File: src/rtl/scan_pkg.sv
package scan_pkg;

  // strobes from the control FSM to the datapath
  typedef struct packed {
    logic idxFirst;
    logic idxNext;
    logic durLoad;
    logic durStep;
    logic progOn;
    logic toutClr;
    logic toutInc;
    logic capture;
    logic divFreq;
    logic divPrec;
    logic setErr;
  } ctrlStr_t;

  // status from the datapath back to the control FSM
  typedef struct packed {
    logic idxEnabled;
    logic idxLast;
    logic durFloor;
    logic toutHit;
    logic overflow;
    logic divDone;
  } dpSts_t;

endpackage

File: src/rtl/scan_divider.sv
module scan_divider #(
  parameter int NUM_W = 37,
  parameter int DEN_W = 10,
  parameter int QUO_W = 32
) (
  input  logic             clk,
  input  logic             rstN,
  input  logic             start,
  input  logic [NUM_W-1:0] num,
  input  logic [DEN_W-1:0] den,
  output logic             done,
  output logic [QUO_W-1:0] quo
);
  localparam int STEP_W = $clog2(NUM_W + 1);

  logic              busy;
  logic [STEP_W-1:0] stepR;
  logic [DEN_W-1:0]  remR;
  logic [DEN_W-1:0]  denR;
  logic [NUM_W-1:0]  qR;
  logic [DEN_W:0]    shifted;
  logic [DEN_W:0]    diff;
  logic              ge;

  // one restoring step: shift in the next numerator bit, subtract if it fits
  always_comb begin
    shifted = {remR, qR[NUM_W-1]};
    ge      = shifted >= {1'b0, denR};
    diff    = shifted - {1'b0, denR};
  end

  always_ff @(posedge clk or negedge rstN) begin
    if (!rstN) begin
      busy  <= 1'b0;
      done  <= 1'b0;
      stepR <= '0;
      remR  <= '0;
      denR  <= '1;
      qR    <= '0;
    end else if (start) begin
      busy  <= 1'b1;
      done  <= 1'b0;
      stepR <= STEP_W'(NUM_W);
      remR  <= '0;
      denR  <= den;
      qR    <= num;
    end else if (busy) begin
      remR  <= ge ? diff[DEN_W-1:0] : shifted[DEN_W-1:0];
      qR    <= {qR[NUM_W-2:0], ge};
      stepR <= stepR - 1'b1;
      if (stepR == STEP_W'(1)) begin
        busy <= 1'b0;
        done <= 1'b1;
      end
    end else begin
      done <= 1'b0;
    end
  end

  assign quo = qR[QUO_W-1:0];

  AST_DIV_REM: assert property (@(posedge clk) disable iff (!rstN)
    done |-> (remR < denR));

endmodule

File: src/rtl/scan_datapath.sv
module scan_datapath
  import scan_pkg::*;
#(
  parameter int NUM_SRC  = 128,
  parameter int CNT_W    = 16,
  parameter int DUR_MAX  = 640,
  parameter int DUR_STEP = 32,
  parameter int DUR_MIN  = 32,
  parameter int TOUT_CYC = 1000000,
  parameter int FREQ_W   = 32,
  parameter int PREC_W   = 16,
  localparam int SRC_W   = $clog2(NUM_SRC)
) (
  input  logic               clk,
  input  logic               rstN,
  input  ctrlStr_t           str,
  input  logic [NUM_SRC-1:0] srcMask,
  input  logic [CNT_W-1:0]   cntValue,
  output dpSts_t             sts,
  output logic [CNT_W-1:0]   cntDuration,
  output logic [SRC_W-1:0]   cntSource,
  output logic [SRC_W-1:0]   resIndex,
  output logic [FREQ_W-1:0]  resFreq,
  output logic [PREC_W-1:0]  resPrec,
  output logic               resErr
);
  localparam int DUR_W  = $clog2(DUR_MAX + 1);
  localparam int TOUT_W = $clog2(TOUT_CYC + 1);
  localparam int NUM_W  = CNT_W + 21;
  localparam int SCALE  = 1000000;
  localparam int PREC_N = 2000000;
  localparam logic [CNT_W-1:0] CNT_SAT = '1;

  logic [SRC_W-1:0]  idxR;
  logic [DUR_W-1:0]  durR;
  logic [TOUT_W-1:0] toutR;
  logic [CNT_W-1:0]  cntR;
  logic              divIsFreq;
  logic              divStart;
  logic              divDone;
  logic [NUM_W-1:0]  divNum;
  logic [FREQ_W-1:0] divQuo;

  assign divStart = str.divFreq | str.divPrec;
  assign divNum   = str.divFreq
                  ? NUM_W'(cntR) * NUM_W'(SCALE) + NUM_W'(durR >> 1)
                  : NUM_W'(PREC_N);

  scan_divider #(.NUM_W(NUM_W), .DEN_W(DUR_W), .QUO_W(FREQ_W)) uDiv (
    .clk  (clk),
    .rstN (rstN),
    .start(divStart),
    .num  (divNum),
    .den  (durR),
    .done (divDone),
    .quo  (divQuo)
  );

  always_ff @(posedge clk or negedge rstN) begin
    if (!rstN) begin
      idxR      <= '0;
      durR      <= DUR_W'(DUR_MAX);
      toutR     <= '0;
      cntR      <= '0;
      divIsFreq <= 1'b0;
      resFreq   <= '0;
      resPrec   <= '0;
      resErr    <= 1'b0;
    end else begin
      if (str.idxFirst)     idxR <= '0;
      else if (str.idxNext) idxR <= idxR + 1'b1;

      if (str.durLoad)      durR <= DUR_W'(DUR_MAX);
      else if (str.durStep) durR <= durR - DUR_W'(DUR_STEP);

      if (str.toutClr)      toutR <= '0;
      else if (str.toutInc) toutR <= toutR + 1'b1;

      if (str.capture) cntR <= cntValue;
      if (divStart)    divIsFreq <= str.divFreq;

      if (str.durLoad) begin
        resErr <= 1'b0;
      end else if (str.setErr) begin
        resErr  <= 1'b1;
        resFreq <= '0;
        resPrec <= '0;
      end else if (divDone) begin
        if (divIsFreq) resFreq <= divQuo;
        else           resPrec <= PREC_W'(divQuo);
      end
    end
  end

  always_comb begin
    sts.idxEnabled = srcMask[idxR];
    sts.idxLast    = idxR == SRC_W'(NUM_SRC - 1);
    sts.durFloor   = durR < DUR_W'(DUR_MIN + DUR_STEP);
    sts.toutHit    = toutR == TOUT_W'(TOUT_CYC - 1);
    sts.overflow   = cntR == CNT_SAT;
    sts.divDone    = divDone;
  end

  assign cntDuration = str.progOn ? CNT_W'(durR) - CNT_W'(1) : '0;
  assign cntSource   = str.progOn ? idxR : '0;
  assign resIndex    = idxR;

  AST_FIRST_DUR: assert property (@(posedge clk) disable iff (!rstN)
    str.durLoad |=> durR == DUR_W'(DUR_MAX));
  AST_DUR_STEP: assert property (@(posedge clk) disable iff (!rstN)
    str.durStep |=> durR == $past(durR) - DUR_W'(DUR_STEP));
  AST_DUR_FLOOR: assert property (@(posedge clk) disable iff (!rstN)
    durR >= DUR_W'(DUR_MIN));

endmodule

File: src/rtl/scan_ctrl.sv
module scan_ctrl
  import scan_pkg::*;
(
  input  logic     clk,
  input  logic     rstN,
  input  logic     scanStart,
  input  logic     cntBusy,
  input  logic     resReady,
  input  dpSts_t   sts,
  output ctrlStr_t str,
  output logic     cntEnable,
  output logic     cntRun,
  output logic     resValid,
  output logic     scanDone
);
  typedef enum logic [3:0] {
    S_IDLE, S_PICK, S_CLR, S_PROG, S_GO, S_POLL, S_DIS,
    S_READ, S_CHK, S_DIVF, S_DIVP, S_OUT, S_DONE
  } state_t;

  state_t state, nextState;
  logic   abortR;

  always_comb begin
    nextState = state;
    str       = '0;
    cntEnable = 1'b0;
    cntRun    = 1'b0;
    resValid  = 1'b0;
    scanDone  = 1'b0;
    case (state)
      S_IDLE: if (scanStart) begin
        str.idxFirst = 1'b1;
        nextState    = S_PICK;
      end
      S_PICK: begin
        if (sts.idxEnabled) begin
          str.durLoad = 1'b1;
          nextState   = S_CLR;
        end else if (sts.idxLast) begin
          nextState = S_DONE;
        end else begin
          str.idxNext = 1'b1;
        end
      end
      S_CLR:  nextState = S_PROG;
      S_PROG: begin
        str.progOn = 1'b1;
        nextState  = S_GO;
      end
      S_GO: begin
        str.progOn  = 1'b1;
        str.toutClr = 1'b1;
        cntEnable   = 1'b1;
        cntRun      = 1'b1;
        nextState   = S_POLL;
      end
      S_POLL: begin
        str.progOn = 1'b1;
        cntEnable  = 1'b1;
        if (!cntBusy) begin
          nextState = S_DIS;
        end else if (sts.toutHit) begin
          str.setErr = 1'b1;
          nextState  = S_OUT;
        end else begin
          str.toutInc = 1'b1;
        end
      end
      S_DIS: begin
        str.progOn = 1'b1;
        nextState  = S_READ;
      end
      S_READ: begin
        str.progOn  = 1'b1;
        str.capture = 1'b1;
        nextState   = S_CHK;
      end
      S_CHK: begin
        if (!sts.overflow) begin
          str.divFreq = 1'b1;
          nextState   = S_DIVF;
        end else if (sts.durFloor) begin
          str.setErr = 1'b1;
          nextState  = S_OUT;
        end else begin
          str.durStep = 1'b1;
          nextState   = S_CLR;
        end
      end
      S_DIVF: if (sts.divDone) begin
        str.divPrec = 1'b1;
        nextState   = S_DIVP;
      end
      S_DIVP: if (sts.divDone) nextState = S_OUT;
      S_OUT: begin
        resValid = 1'b1;
        if (resReady) begin
          if (abortR || sts.idxLast) begin
            nextState = S_DONE;
          end else begin
            str.idxNext = 1'b1;
            nextState   = S_PICK;
          end
        end
      end
      S_DONE: begin
        scanDone  = 1'b1;
        nextState = S_IDLE;
      end
      default: nextState = S_IDLE;
    endcase
  end

  always_ff @(posedge clk or negedge rstN) begin
    if (!rstN) begin
      state  <= S_IDLE;
      abortR <= 1'b0;
    end else begin
      state <= nextState;
      if (state == S_IDLE && scanStart)
        abortR <= 1'b0;
      else if (state == S_POLL && cntBusy && sts.toutHit)
        abortR <= 1'b1;
    end
  end

  AST_ABORT_ENDS: assert property (@(posedge clk) disable iff (!rstN)
    (state == S_OUT && abortR && resReady) |=> scanDone);

endmodule

File: src/rtl/freq_scan_seq.sv
module freq_scan_seq
  import scan_pkg::*;
#(
  parameter int NUM_SRC  = 128,
  parameter int CNT_W    = 16,
  parameter int DUR_MAX  = 640,
  parameter int DUR_STEP = 32,
  parameter int DUR_MIN  = 32,
  parameter int TOUT_CYC = 1000000,
  parameter int FREQ_W   = 32,
  parameter int PREC_W   = 16,
  localparam int SRC_W   = $clog2(NUM_SRC)
) (
  input  logic               clk,
  input  logic               rstN,
  input  logic               scanStart,
  input  logic [NUM_SRC-1:0] srcMask,
  output logic [CNT_W-1:0]   cntDuration,
  output logic [SRC_W-1:0]   cntSource,
  output logic               cntEnable,
  output logic               cntRun,
  input  logic               cntBusy,
  input  logic [CNT_W-1:0]   cntValue,
  output logic               resValid,
  input  logic               resReady,
  output logic [SRC_W-1:0]   resIndex,
  output logic [FREQ_W-1:0]  resFreq,
  output logic [PREC_W-1:0]  resPrec,
  output logic               resErr,
  output logic               scanDone
);
  ctrlStr_t ctlStr;
  dpSts_t   dpSts;

  scan_ctrl uCtrl (
    .clk      (clk),
    .rstN     (rstN),
    .scanStart(scanStart),
    .cntBusy  (cntBusy),
    .resReady (resReady),
    .sts      (dpSts),
    .str      (ctlStr),
    .cntEnable(cntEnable),
    .cntRun   (cntRun),
    .resValid (resValid),
    .scanDone (scanDone)
  );

  scan_datapath #(
    .NUM_SRC(NUM_SRC), .CNT_W(CNT_W), .DUR_MAX(DUR_MAX), .DUR_STEP(DUR_STEP),
    .DUR_MIN(DUR_MIN), .TOUT_CYC(TOUT_CYC), .FREQ_W(FREQ_W), .PREC_W(PREC_W)
  ) uDp (
    .clk        (clk),
    .rstN       (rstN),
    .str        (ctlStr),
    .srcMask    (srcMask),
    .cntValue   (cntValue),
    .sts        (dpSts),
    .cntDuration(cntDuration),
    .cntSource  (cntSource),
    .resIndex   (resIndex),
    .resFreq    (resFreq),
    .resPrec    (resPrec),
    .resErr     (resErr)
  );

  AST_RUN_ARMED: assert property (@(posedge clk) disable iff (!rstN)
    cntRun |-> cntEnable && !$past(cntEnable)
               && cntDuration == $past(cntDuration));
  AST_READ_DISABLED: assert property (@(posedge clk) disable iff (!rstN)
    ctlStr.capture |-> !cntEnable && !cntBusy);
  AST_RES_HOLD: assert property (@(posedge clk) disable iff (!rstN)
    resValid && !resReady |=> resValid && $stable(resIndex)
                              && $stable(resFreq) && $stable(resPrec));
  AST_DONE_PULSE: assert property (@(posedge clk) disable iff (!rstN)
    scanDone |=> !scanDone && !resValid);
  AST_ERR_ZERO: assert property (@(posedge clk) disable iff (!rstN)
    resValid && resErr |-> resFreq == '0 && resPrec == '0);

endmodule

File: config.mk
export PLATFORM = sky130hd
export DESIGN_NAME = freq_scan_seq
export DESIGN_NICKNAME = d
export VERILOG_FILES = /design/src/rtl/scan_pkg.sv /design/src/rtl/scan_divider.sv /design/src/rtl/scan_datapath.sv /design/src/rtl/scan_ctrl.sv /design/src/rtl/freq_scan_seq.sv
export SDC_FILE = /design/constraint.sdc
export NUM_CORES = 1
export LEC_CHECK = 0
export BUFFER_PORTS_ARGS = -buffer_cell sky130_fd_sc_hd__buf_2
export CORE_ASPECT_RATIO = 0.7
export CORE_MARGIN = 2
export CORE_UTILIZATION = 52
export DETAILED_ROUTE_END_ITERATION = 7
export GPL_ROUTABILITY_DRIVEN = 1
export PLACE_DENSITY = 0.75
export SETUP_SLACK_MARGIN = 0.05
export SYNTH_ARGS = -nofsm -noshare
export SYNTH_HDL_FRONTEND = slang
export SYNTH_SLANG_ARGS = --single-unit
export TNS_END_PERCENT = 5
File: constraint.sdc
create_clock -name clk -period 10.1 [get_ports clk]
set_clock_uncertainty 0.05 [all_clocks]
set_input_delay 1.01 -clock clk [delete_from_list [all_inputs] [get_ports clk]]
set_output_delay 1.01 -clock clk [all_outputs]
set_load 0.02 [all_outputs]
# == Yosys cells after proc, flatten, opt, wreduce, memory -nomap -nowiden ==
# Cells that the tools add are included.
# word_totals
ff_bits,173
elab_cells,147
# op_classes
n_reduce_logical,18
bitwise_logic,2
addsub,7
magnitude_cmp,3
n_mux,76
n_eq_ne,24
n_mul,1
# op_table
cell,count
37-bit 2-to-1 mux,3
32-bit 2-to-1 mux,3
16-bit 2-to-1 mux,4
10-bit 2-to-1 mux,5
4-bit one-hot mux with 12 select lines,1
4-bit 2-to-1 mux,11
20-bit 2-to-1 mux,2
1-bit 2-to-1 mux,39
36-bit by 9-bit adder with 37-bit output,1
16-bit by 14-bit multiplier with 30-bit output (second input constant),1
7-bit 2-to-1 mux,3
20-bit by 1-bit adder with 20-bit output (second input constant),1
20-bit == test (second input constant),1
4-bit == test (second input constant),5
16-bit == test (second input constant),1
4-bit by 3-bit == test with 1-bit output (second input constant),4
2-bit nonzero test,8
6-bit 2-to-1 mux,2
11-bit by 10-bit >= comparator with 1-bit output,1
10-bit by 1-bit subtractor with 11-bit output (second input constant),1
10-bit by 7-bit < comparator with 1-bit output (second input constant),1
10-bit subtractor,1
10-bit by 6-bit subtractor with 10-bit output (second input constant),1
4-bit by 2-bit == test with 1-bit output (second input constant),2
21 further kinds,29

# == Logic depth before layout (Yosys ltp) ==
# Gate-level depths: netlist (run 1).
# depth
word_depth,7
depth_mapped,21
ltp_nobuf,20

# == By module ==
# A second synthesis (run 1) with hierarchy kept.
# unflattened
hier_cells,1511
hier_area_um2,14422.6
# modules_own_cells
module,n_inst,area_each_um2,cells_each
scan_datapath,1,10114.7,1047
scan_divider,1,3693.5,382
scan_ctrl,1,614.3,82

# == Worst setup path after synthesis (run 1) ==
# Ideal clock, no wire load.
# synth_timing
path_kind,register to register
start,register uDp.cntR[2]
end,register uDp.uDiv.qR[34]
path_slack_ns,3.916
path_buffers,0
arrival_ns,5.998
stages_incl_launch_ff,21
t_required_ns,9.913
path_cell_list,dfrtp_1 inv_1 fa_1 inv_1 fa_1 fa_1 fa_1 ha_1 inv_1 fa_1 inv_1 ha_1 a21o_1 o21bai_1 mux2i_1 o311ai_0 nor4b_1 nand4_1 nor4_1 xnor2_1 o22ai_1
# synth_between
elab_chain_cells,5
elab_cells_between_ends,9
cone_classes,add/sub (1); mul (1); eq/ne (1); mux (4); bitwise (1); reduce/logical (1)
# synth_rtl
element,line,text
"start, declared",scan_datapath.sv:37,logic [CNT_W-1:0] cntR;
"start signal, assigned",scan_datapath.sv:79,if (str.capture) cntR <= cntValue;
branches (longest 5 deep; another with 36-bit by 9-bit adder with 37-bit output),n/a,
"end signal, assigned",scan_divider.sv:46,qR <= num;
"end signal, assigned",scan_divider.sv:49,"qR <= {qR[NUM_W-2:0], ge};"
"end, declared",scan_divider.sv:20,logic [NUM_W-1:0] qR;
# Parallel ways; which one is timed is not known.
# A chain may end at the register's enable or synchronous reset.

# == Final worst setup path (run 1) ==
# Same ends and word-level chain as after synthesis.

==> impl_metrics.env, run 1 <==
export IMPL_synth_simple_area_share_pct=14.3
export IMPL_drive_gt1_share_pct=24.1
export IMPL_yosysSeqAreaShare_pct=29.4
export IMPL_htreeDepth=4
export IMPL_grt_met2_usage_pct=40.5
export IMPL_clock_path_buffers=2
export IMPL_top_usage_layer="met2"
export IMPL_cp_required_ps=10320
export IMPL_final_setup_tns_ps=0
export IMPL_worst_setup_path_type="reg2reg"
export IMPL_cts_hold_buffers=0
export IMPL_finalWirelength_um=37300
export IMPL_chipWidth_um=200
export IMPL_synth_area_mux_share_pct=13.5
export IMPL_antenna_found_initial=1
export IMPL_hold_depth=2
export IMPL_synth_top_family_by_area="adder cells"
export IMPL_path_clk_slew_ps=70
export IMPL_vias=11500
export IMPL_cts_root_buf="clkbuf_16"
export IMPL_dieArea_um2=28300
export IMPL_final_cells=2002
export IMPL_finalSetupViolations=0
export IMPL_ys_types=74
export IMPL_num_rows=50
export IMPL_routedWlPerCell_um=18.6
export IMPL_syn_nets=1769
export IMPL_nNetsFinal=1962
export IMPL_ios=232
export IMPL_firstDrtPassIters=6
export IMPL_synth_xor_area_share_pct=4.81
export IMPL_yosys_warnings=0
export IMPL_fmax_mhz=141
export IMPL_grt_ovfl_total=0
export IMPL_cts_made_buffers=17
export IMPL_maxSlewViolCount=0
export IMPL_status="finished, final reports clean"
export IMPL_synth_seq_cells=164
export IMPL_synth_adder_area_share_pct=19.8
export IMPL_syn2layout_area_growth_pct=13.7
export IMPL_postSynth_asyncResetShare_pct=100
export IMPL_dp_hpwl_um=29500
export IMPL_hold_viol=0
export IMPL_diodes=0
export IMPL_insertion_delay_ps=440
export IMPL_drcViolationCount=0
export IMPL_synth_edf_count=0
export IMPL_grt_pass1_wl_um=60100
export IMPL_start_util_pct=52.7
export IMPL_cp_end_kind="register"
export IMPL_max_cap_violations=0
export IMPL_io_buffers=231
export IMPL_cp_arrival_ps=7290
export IMPL_rsz0062_at_grt="no"
export IMPL_cp_start_kind="register"
export IMPL_rr_worst_depth=20
export IMPL_num_fill_cells=2275
export IMPL_die_height_um=141
export IMPL_syn_area_per_cell_um2=9.78
export IMPL_post_route_min_period_ps=7070
export IMPL_via_per_inst=5.74
export IMPL_ant_nets=0
export IMPL_seq_area_um2=4120
export IMPL_core_area_um2=26600
export IMPL_min_path_type="reg2reg"
export IMPL_cts_sinks=164
export IMPL_first_global_vias=11400
export IMPL_dominantRegCellSynth="dfrtp_1"
export IMPL_postCtsSetupRepairBufs=0
export IMPL_dr_first_iter_drc_count=992
export IMPL_track_usage_pct=26.6
export IMPL_critPathMaxFanout=8
export IMPL_finalCritPeriodShare_pct=70.0
export IMPL_use_met1_pct=38.3
export IMPL_cts_tree="done"
export IMPL_place_inst=1970
export IMPL_synth_compound_area_share_pct=11.8
export IMPL_syn_area_um2=14000
export IMPL_relSlewSlack_pct=24.5
export IMPL_multi_input_area_um2=9000
export IMPL_post_cts_resized=0
export IMPL_met3_usage_pct=5.26
export IMPL_worst_pin_slew_ps=1120
export IMPL_grt_max_degree=84
export IMPL_routabilityCongestion=0.902
export IMPL_syn_inst=1432
area by class of cell:
type | count | area share, %
clock buffers | 18 | 2.76
clock inverters | 14 | 0.840
inverters | 141 | 3.32
multi-input cells | 1058 | 56.5
flip-flops and latches | 164 | 25.8
well taps | 364 | 2.86
repair buffers | 243 | 7.86
stage by stage:
stage                     cell area (um2)  worst slack (ps)  utilization [%]  hold WS [ps]
after floorplan                     14000              3920                -           411
after global placement              15400              3340             57.8           419
after detailed placement            15400              3120             57.8           437
after CTS                           15900              3100             59.9           451
after global routing                15900              2590             59.9           465
final                               15900              3030             59.9           444
cells by family after synthesis:
kind of cell | Yosys count
flip-flops | 164
adder cells (fa/ha/maj) | 188
multiplexers | 126
AO/OA/AOI/OAI | 258
buffers and inverters | 210
XOR/XNOR | 77
AND/OR/NAND/NOR | 409
flip-flops by register name (all words and copies together), names as in the netlist, 5 cells and up:
signal          flops
uDp.uDiv.qR        37
uDp.resFreq        32
uDp.toutR          20
uDp.cntR           16
uDp.resPrec        16
uDp.uDiv.remR      10
uDp.resIndex        7
uDp.uDiv.denR       6
uDp.uDiv.stepR      6
uDp.durR            5
per-layer routing:
metal / part of all wire, % / vias up
met4: 2.4 / 2
met3: 6.5 / 52
met1: 47 / 5563
met5: 0.035 / -
li1: - / 5429
met2: 44 / 455
cells in the final DEF (no fill, tap or decap), drive strengths merged, types with 28 or more instances in the layout:
| cell | n |
|---|---|
| buf | 243 |
| dfrtp | 156 |
| inv | 148 |
| ha | 131 |
| nor2 | 116 |
| nand2 | 81 |
| o21ai | 78 |
| a21oi | 74 |
| mux2 | 63 |
| fa | 57 |
| nand3 | 55 |
| xnor2 | 39 |
| xor2 | 38 |
| mux4 | 37 |
| nor3 | 30 |
| and2 | 28 |
synth_stat cells, types with 5 or more instances:
library cell / number / area [um2]
and3_1: 9 / 56.3
o31ai_1: 5 / 37.5
nor2_1: 116 / 435
o22ai_1: 5 / 31.3
a21o_1: 11 / 82.6
nor4_1: 9 / 56.3
ha_1: 131 / 1640
clkbuf_1: 40 / 150
nand3_1: 55 / 275
xor2_1: 38 / 333
nand2_1: 81 / 304
dfstp_2: 8 / 210
or3_1: 5 / 31.3
o21ai_1: 14 / 70.1
xnor2_1: 39 / 342
mux2i_1: 26 / 260
nand2b_1: 11 / 68.8
mux2_4: 11 / 165
o211ai_1: 5 / 37.5
mux2_2: 52 / 586
o31a_1: 5 / 43.8
nor3_1: 30 / 150
buf_4: 9 / 67.6
or2_2: 7 / 43.8
o21a_1: 6 / 45.0
and4_1: 6 / 52.6
nand4_1: 22 / 138
dfrtp_1: 156 / 3900
a2111oi_0: 5 / 43.8
buf_6: 5 / 56.3
a211oi_1: 18 / 135
a31oi_1: 7 / 43.8
o21ai_0: 64 / 320
mux4_2: 26 / 586
buf_2: 10 / 50.1
fa_1: 57 / 1140
mux4_1: 11 / 289
nor2b_1: 15 / 93.8
inv_1: 141 / 529
and2_1: 27 / 169
a21oi_1: 71 / 355
path summary, 6_finish.rpt:
check | start | endpoint | slack [ps]
max in group asynchronous | rstN | uDp.resIndex[0] | 7830
setup / recovery | uDp.cntR[2] | uDp.uDiv.qR[34] | 3030
setup reg to reg | uDp.cntR[2] | uDp.uDiv.qR[34] | 3030
hold reg to reg | uDp.uDiv.denR[6] | uDp.uDiv.denR[6] | 440
min in group asynchronous | rstN | uDp.resFreq[29] | 550
hold / removal | uDp.uDiv.denR[6] | uDp.uDiv.denR[6] | 440
worst max-delay path: stages, from the launching register on:
cell,delay [ps]
dfrtp_1,520
inv_1,150
fa_1,560
inv_1,60
fa_1,510
fa_1,590
fa_1,430
ha_1,290
inv_1,50
fa_1,490
inv_1,40
ha_1,420
nand2_1,80
o21bai_1,280
mux2i_1,220
o311ai_0,320
nor4b_1,760
nand4_1,400
nor4_1,420
xnor2_1,160
o22ai_1,90
Power of run 1 is not shown: default switching activity piles up to over one toggle a cycle in this logic, so the estimate is an artifact.
==> inputs of run 2 (changes only) <==
Clock period 10.1 ns to 6.95 ns, I/O delays scaled along.
==> run 2 against run 1 <==
- global-route usage down 0.43 points
- via count down 0.84%
- critical endpoint is now uDp.uDiv.qR[31]
- hold slack worse by 170 ps
- fmax up 8.6%
- setup slack worse by 2600 ps
- critical path type unchanged
- routed wire length down 0.60%
==> impl_metrics.env, run 2 (synthesis results as in run 1) <==
export IMPL_setup_slack_ps=444
export IMPL_reg_top3="uDp.uDiv.qR (37), uDp.resFreq (32), uDp.toutR (20)"
export IMPL_grt_max_degree=100
export IMPL_maxSlewViolCount=0
export IMPL_routabilityCongestion=0.923
export IMPL_rsz0062_at_grt="no"
export IMPL_path_clk_slew_ps=70
export IMPL_grt_pass1_wl_um=59300
export IMPL_largest_reg_flops=37
export IMPL_clock_path_buffers=2
export IMPL_max_cap_violations=0
export IMPL_drive_gt1_share_pct=25.0
export IMPL_chipWidth_um=200
export IMPL_drcViolationCount=0
export IMPL_insertion_delay_ps=440
export IMPL_nNetsFinal=1970
export IMPL_relSlewSlack_pct=28.7
export IMPL_start_util_pct=52.7
export IMPL_num_rows=50
export IMPL_dr_first_iter_drc_count=1027
export IMPL_routedWlPerCell_um=18.4
export IMPL_cp_start_kind="register"
export IMPL_vias=11400
export IMPL_diodes=0
export IMPL_cts_hold_buffers=0
export IMPL_cts_root_buf="clkbuf_16"
export IMPL_max_flop_register="uDp.uDiv.qR"
export IMPL_worst_pin_slew_ps=1060
export IMPL_finalCritPeriodShare_pct=93.6
export IMPL_final_setup_tns_ps=0
export IMPL_finalSetupViolations=0
export IMPL_dp_hpwl_um=29000
export IMPL_cts_tree="done"
export IMPL_fmax_mhz=154
export IMPL_hold_viol=0
export IMPL_ios=232
export IMPL_critPathMaxFanout=8
export IMPL_cts_sinks=164
export IMPL_num_fill_cells=2268
export IMPL_via_per_inst=5.67
export IMPL_cts_made_buffers=17
export IMPL_cp_required_ps=7180
export IMPL_antenna_found_initial=0
export IMPL_status="finished, final reports clean"
export IMPL_place_ws_ps=253
export IMPL_core_area_um2=26600
export IMPL_cp_arrival_ps=6740
export IMPL_firstDrtPassIters=6
export IMPL_die_height_um=141
export IMPL_track_usage_pct=26.2
export IMPL_htreeDepth=4
export IMPL_syn2layout_area_growth_pct=14.5
export IMPL_ant_nets=0
export IMPL_final_common_cell="buf_2"
export IMPL_grt_ovfl_total=0
export IMPL_most_common_layout_cells="buf_2 (230), dfrtp_1 (151), inv_1 (141), ha_1 (131), nor2_1 (116)"
export IMPL_min_path_type="in2async"
export IMPL_io_buffers=231
export IMPL_worst_setup_path_type="reg2reg"
export IMPL_finalWirelength_um=37000
export IMPL_cp_end_kind="register"
export IMPL_first_global_vias=11300
export IMPL_post_route_min_period_ps=6510
export IMPL_dieArea_um2=28300
[run 2: worst max-delay path: stages (launching register included)]
cell and delay, ps:
dfrtp_2 470, inv_1 120, fa_1 510, inv_1 50, fa_1 500, fa_1 570, fa_1 430, ha_1 290
inv_1 50, fa_1 490, inv_1 40, ha_1 390, a21oi_1 340, o21ai_0 200, a211o_1 320, a221oi_2 370
and3b_1 240, nand4_1 260, nor4_1 380, xnor2_1 190, o22ai_1 100
[run 2: final timing paths]
kind                               endpoint  slack, ps        startpoint  depth (start not counted)
max                         uDp.uDiv.qR[31]        440       uDp.cntR[2]                         20
min                         uDp.uDiv.qR[31]        270              rstN                          1
max reg2reg                 uDp.uDiv.qR[31]        440       uDp.cntR[2]                         20
min reg2reg                uDp.uDiv.denR[5]        440  uDp.uDiv.denR[5]                          2
max in group asynchronous       uDp.cntR[6]       5070              rstN                          2
min in group clk               uDp.cntR[10]        430      cntValue[10]                          2
[run 2: metrics by stage]
stage / std cells / instance area (um2) / util [%] / hold WS, ps
2_1_floorplan: 1432 / 14000 / - / 349
3_3_place_gp: 1978 / 15400 / 58.0 / 419
3_5_place_dp: 1978 / 15400 / 58.0 / 430
4_1_cts: 2010 / 16000 / 60.2 / 332
5_1_grt: 2010 / 16000 / 60.3 / 362
6_report: 2010 / 16000 / 60.3 / 271
[run 2: layer usage]
layer  GRT usage [%]  share of wire (%)
met3            5.88                7.1
met1            38.1                 47
met2            39.7                 44
met5               0                  0
met4            6.83                1.7
[run 2: layout make-up]
cell class,instances,area [um2],share of cell area (%)
tap,364,455,2.84
timing repair buffer,251,1310,8.18
clock buffer,19,453,2.82
clock inverter,13,135,0.842
multi-input combinational,1058,9040,56.3
sequential,164,4120,25.7
inverter,141,529,3.30
[run 2: what timing repair did]
action,CTS,global route
resized for setup,0,11
setup endpoints to repair,0,7
buffers inserted,0,0
Power of run 2 is left out for the same reason.
==> inputs of run 3 (changes only) <==
Settings changed: BUFFER_PORTS_ARGS -buffer_cell sky130_fd_sc_hd__buf_2 to not set, DONT_BUFFER_PORTS set to 1, PLACE_DENSITY 0.75 to 0.67.
==> run 3 against run 2 <==
- count of clock-buffer cells in the layout decreased by 1
- register-to-register slack got worse by 40 ps
- critical path type unchanged
- critical path depth unchanged
- hold slack worse by 230 ps
- final area is 6.8% lower
- largest cell class unchanged
- sequential share of layout area up 1.9 points
==> impl_metrics.env, run 3 (synthesis results as in run 1) <==
export IMPL_htreeDepth=4
export IMPL_largest_reg_flops=37
export IMPL_cts_made_buffers=17
export IMPL_grt_max_degree=157
export IMPL_hold_viol=0
export IMPL_most_common_layout_cells="dfrtp_1 (151), inv_1 (141), ha_1 (130), nor2_1 (116), nand2_1 (81)"
export IMPL_routabilityCongestion=0.879
export IMPL_r2r_slack_ps=410
export IMPL_path_cells="inv_1, fa_1, fa_1, inv_1, fa_1, inv_1, fa_1, inv_1, ha_1, ha_1, ha_1, a211oi_1, o21ai_1, nor3_1, a21oi_1, xor2_1, or4b_1, nor4_1, xnor2_1, o22ai_1"
export IMPL_cp_required_ps=7180
export IMPL_dp_hpwl_um=27300
export IMPL_max_flop_register="uDp.uDiv.qR"
export IMPL_chipWidth_um=200
export IMPL_max_cap_violations=0
export IMPL_cts_tree="done"
export IMPL_die_height_um=141
export IMPL_insertion_delay_ps=440
export IMPL_syn2layout_area_growth_pct=6.68
export IMPL_placed_area_um2=14300
export IMPL_cts_sinks=164
export IMPL_drcViolationCount=0
export IMPL_antenna_found_initial=4
export IMPL_clock_path_buffers=2
export IMPL_cp_end_kind="register"
export IMPL_reg_top3="uDp.uDiv.qR (37), uDp.resFreq (32), uDp.toutR (20)"
export IMPL_start_util_pct=52.7
export IMPL_nNetsFinal=1741
export IMPL_cp_arrival_ps=6770
export IMPL_track_usage_pct=25.3
export IMPL_maxSlewViolCount=0
export IMPL_cp_start_kind="register"
export IMPL_critPathTopFamily="adder cells"
export IMPL_final_common_cell="dfrtp_1"
export IMPL_grt_ovfl_total=0
export IMPL_via_per_inst=5.76
export IMPL_finalCritPeriodShare_pct=94.1
export IMPL_worst_pin_slew_ps=1090
export IMPL_core_area_um2=26600
export IMPL_dieArea_um2=28300
export IMPL_finalSetupViolations=0
export IMPL_grt_pass1_wl_um=56400
export IMPL_status="finished, final reports clean"
export IMPL_worst_setup_path_type="reg2reg"
export IMPL_grt_met2_usage_pct=36.0
export IMPL_io_buffers=0
export IMPL_finalWirelength_um=35100
export IMPL_cts_root_buf="clkbuf_16"
export IMPL_ant_nets=0
export IMPL_vias=10300
export IMPL_ios=232
export IMPL_critPathMaxFanout=9
export IMPL_finalInstanceArea_um2=14900
export IMPL_critical_path_slowest_cell="fa_1"
export IMPL_firstDrtPassIters=6
export IMPL_top_usage_layer="met1"
export IMPL_met3_usage_pct=5.90
export IMPL_relSlewSlack_pct=27.4
export IMPL_drive_gt1_share_pct=12.6
export IMPL_dr_first_iter_drc_count=798
export IMPL_cp_buffers_inverters=4
export IMPL_rsz0062_at_grt="yes"
export IMPL_fmax_mhz=153
export IMPL_use_met1_pct=38.7
export IMPL_routedWlPerCell_um=19.7
export IMPL_final_setup_tns_ps=0
export IMPL_post_route_min_period_ps=6540
export IMPL_min_path_type="in2async"
export IMPL_num_rows=50
export IMPL_max_stage_delay_ps=560
export IMPL_first_global_vias=10100
export IMPL_path_clk_slew_ps=80
run 3: cell types whose count changed in the layout (fill, tap and decap cells not counted), moves of 2 or more:
cell,before,now
buf_2,230,0
diode_2,0,3
bufinv_16,0,2
clkinv_4,1,3
clkinvlp_4,3,1
run 3: final timing paths:
kind                                        from                to  depth (start not counted)
worst max-delay path                 uDp.cntR[5]   uDp.uDiv.qR[33]                         20
worst min-delay path                        rstN  uDp.uDiv.denR[5]                          0
worst max register to register       uDp.cntR[5]   uDp.uDiv.qR[33]                         20
worst min register to register  uDp.uDiv.denR[6]  uDp.uDiv.denR[6]                          2
max in group asynchronous                   rstN   uDp.resIndex[0]                          1
min in group clk                    cntValue[13]      uDp.cntR[13]                          1
run 3: metrics by stage:
step	hold slack (ps)	worst slack, ps	utilization [%]	cells
2_1_floorplan	349	766	-	1432
3_3_place_gp	353	463	53.6	1747
3_5_place_dp	353	290	53.6	1747
4_1_cts	13.3	245	56.1	1780
5_1_grt	21.7	44.1	56.2	1784
6_report	45.2	407	56.2	1784
run 3: layout make-up:
cell class | instances | area [um2]
diodes | 3 | 7.51
clock buffers | 18 | 439
clock inverters | 14 | 184
fillers | 2347 | 11600
inverters | 141 | 529
multi-input cells | 1058 | 9020
flip-flops and latches | 164 | 4120
well taps | 364 | 455
repair buffers | 22 | 185
run 3: routing by layer:
layer | share of wire, % | routed length [um]
met4 | 1.6 | 572
met1 | 49 | 17300
met5 | 0.037 | 13
met3 | 7.3 | 2580
met2 | 42 | 14600
run 3: repair_timing:
action,4_1_cts,5_1_grt
hold buffers,1,0
endpoints found under the setup margin,0,8
resized for setup,0,8
buffers inserted,0,1
endpoints found under the hold margin,156,0
Power of run 3 is left out for the same reason.
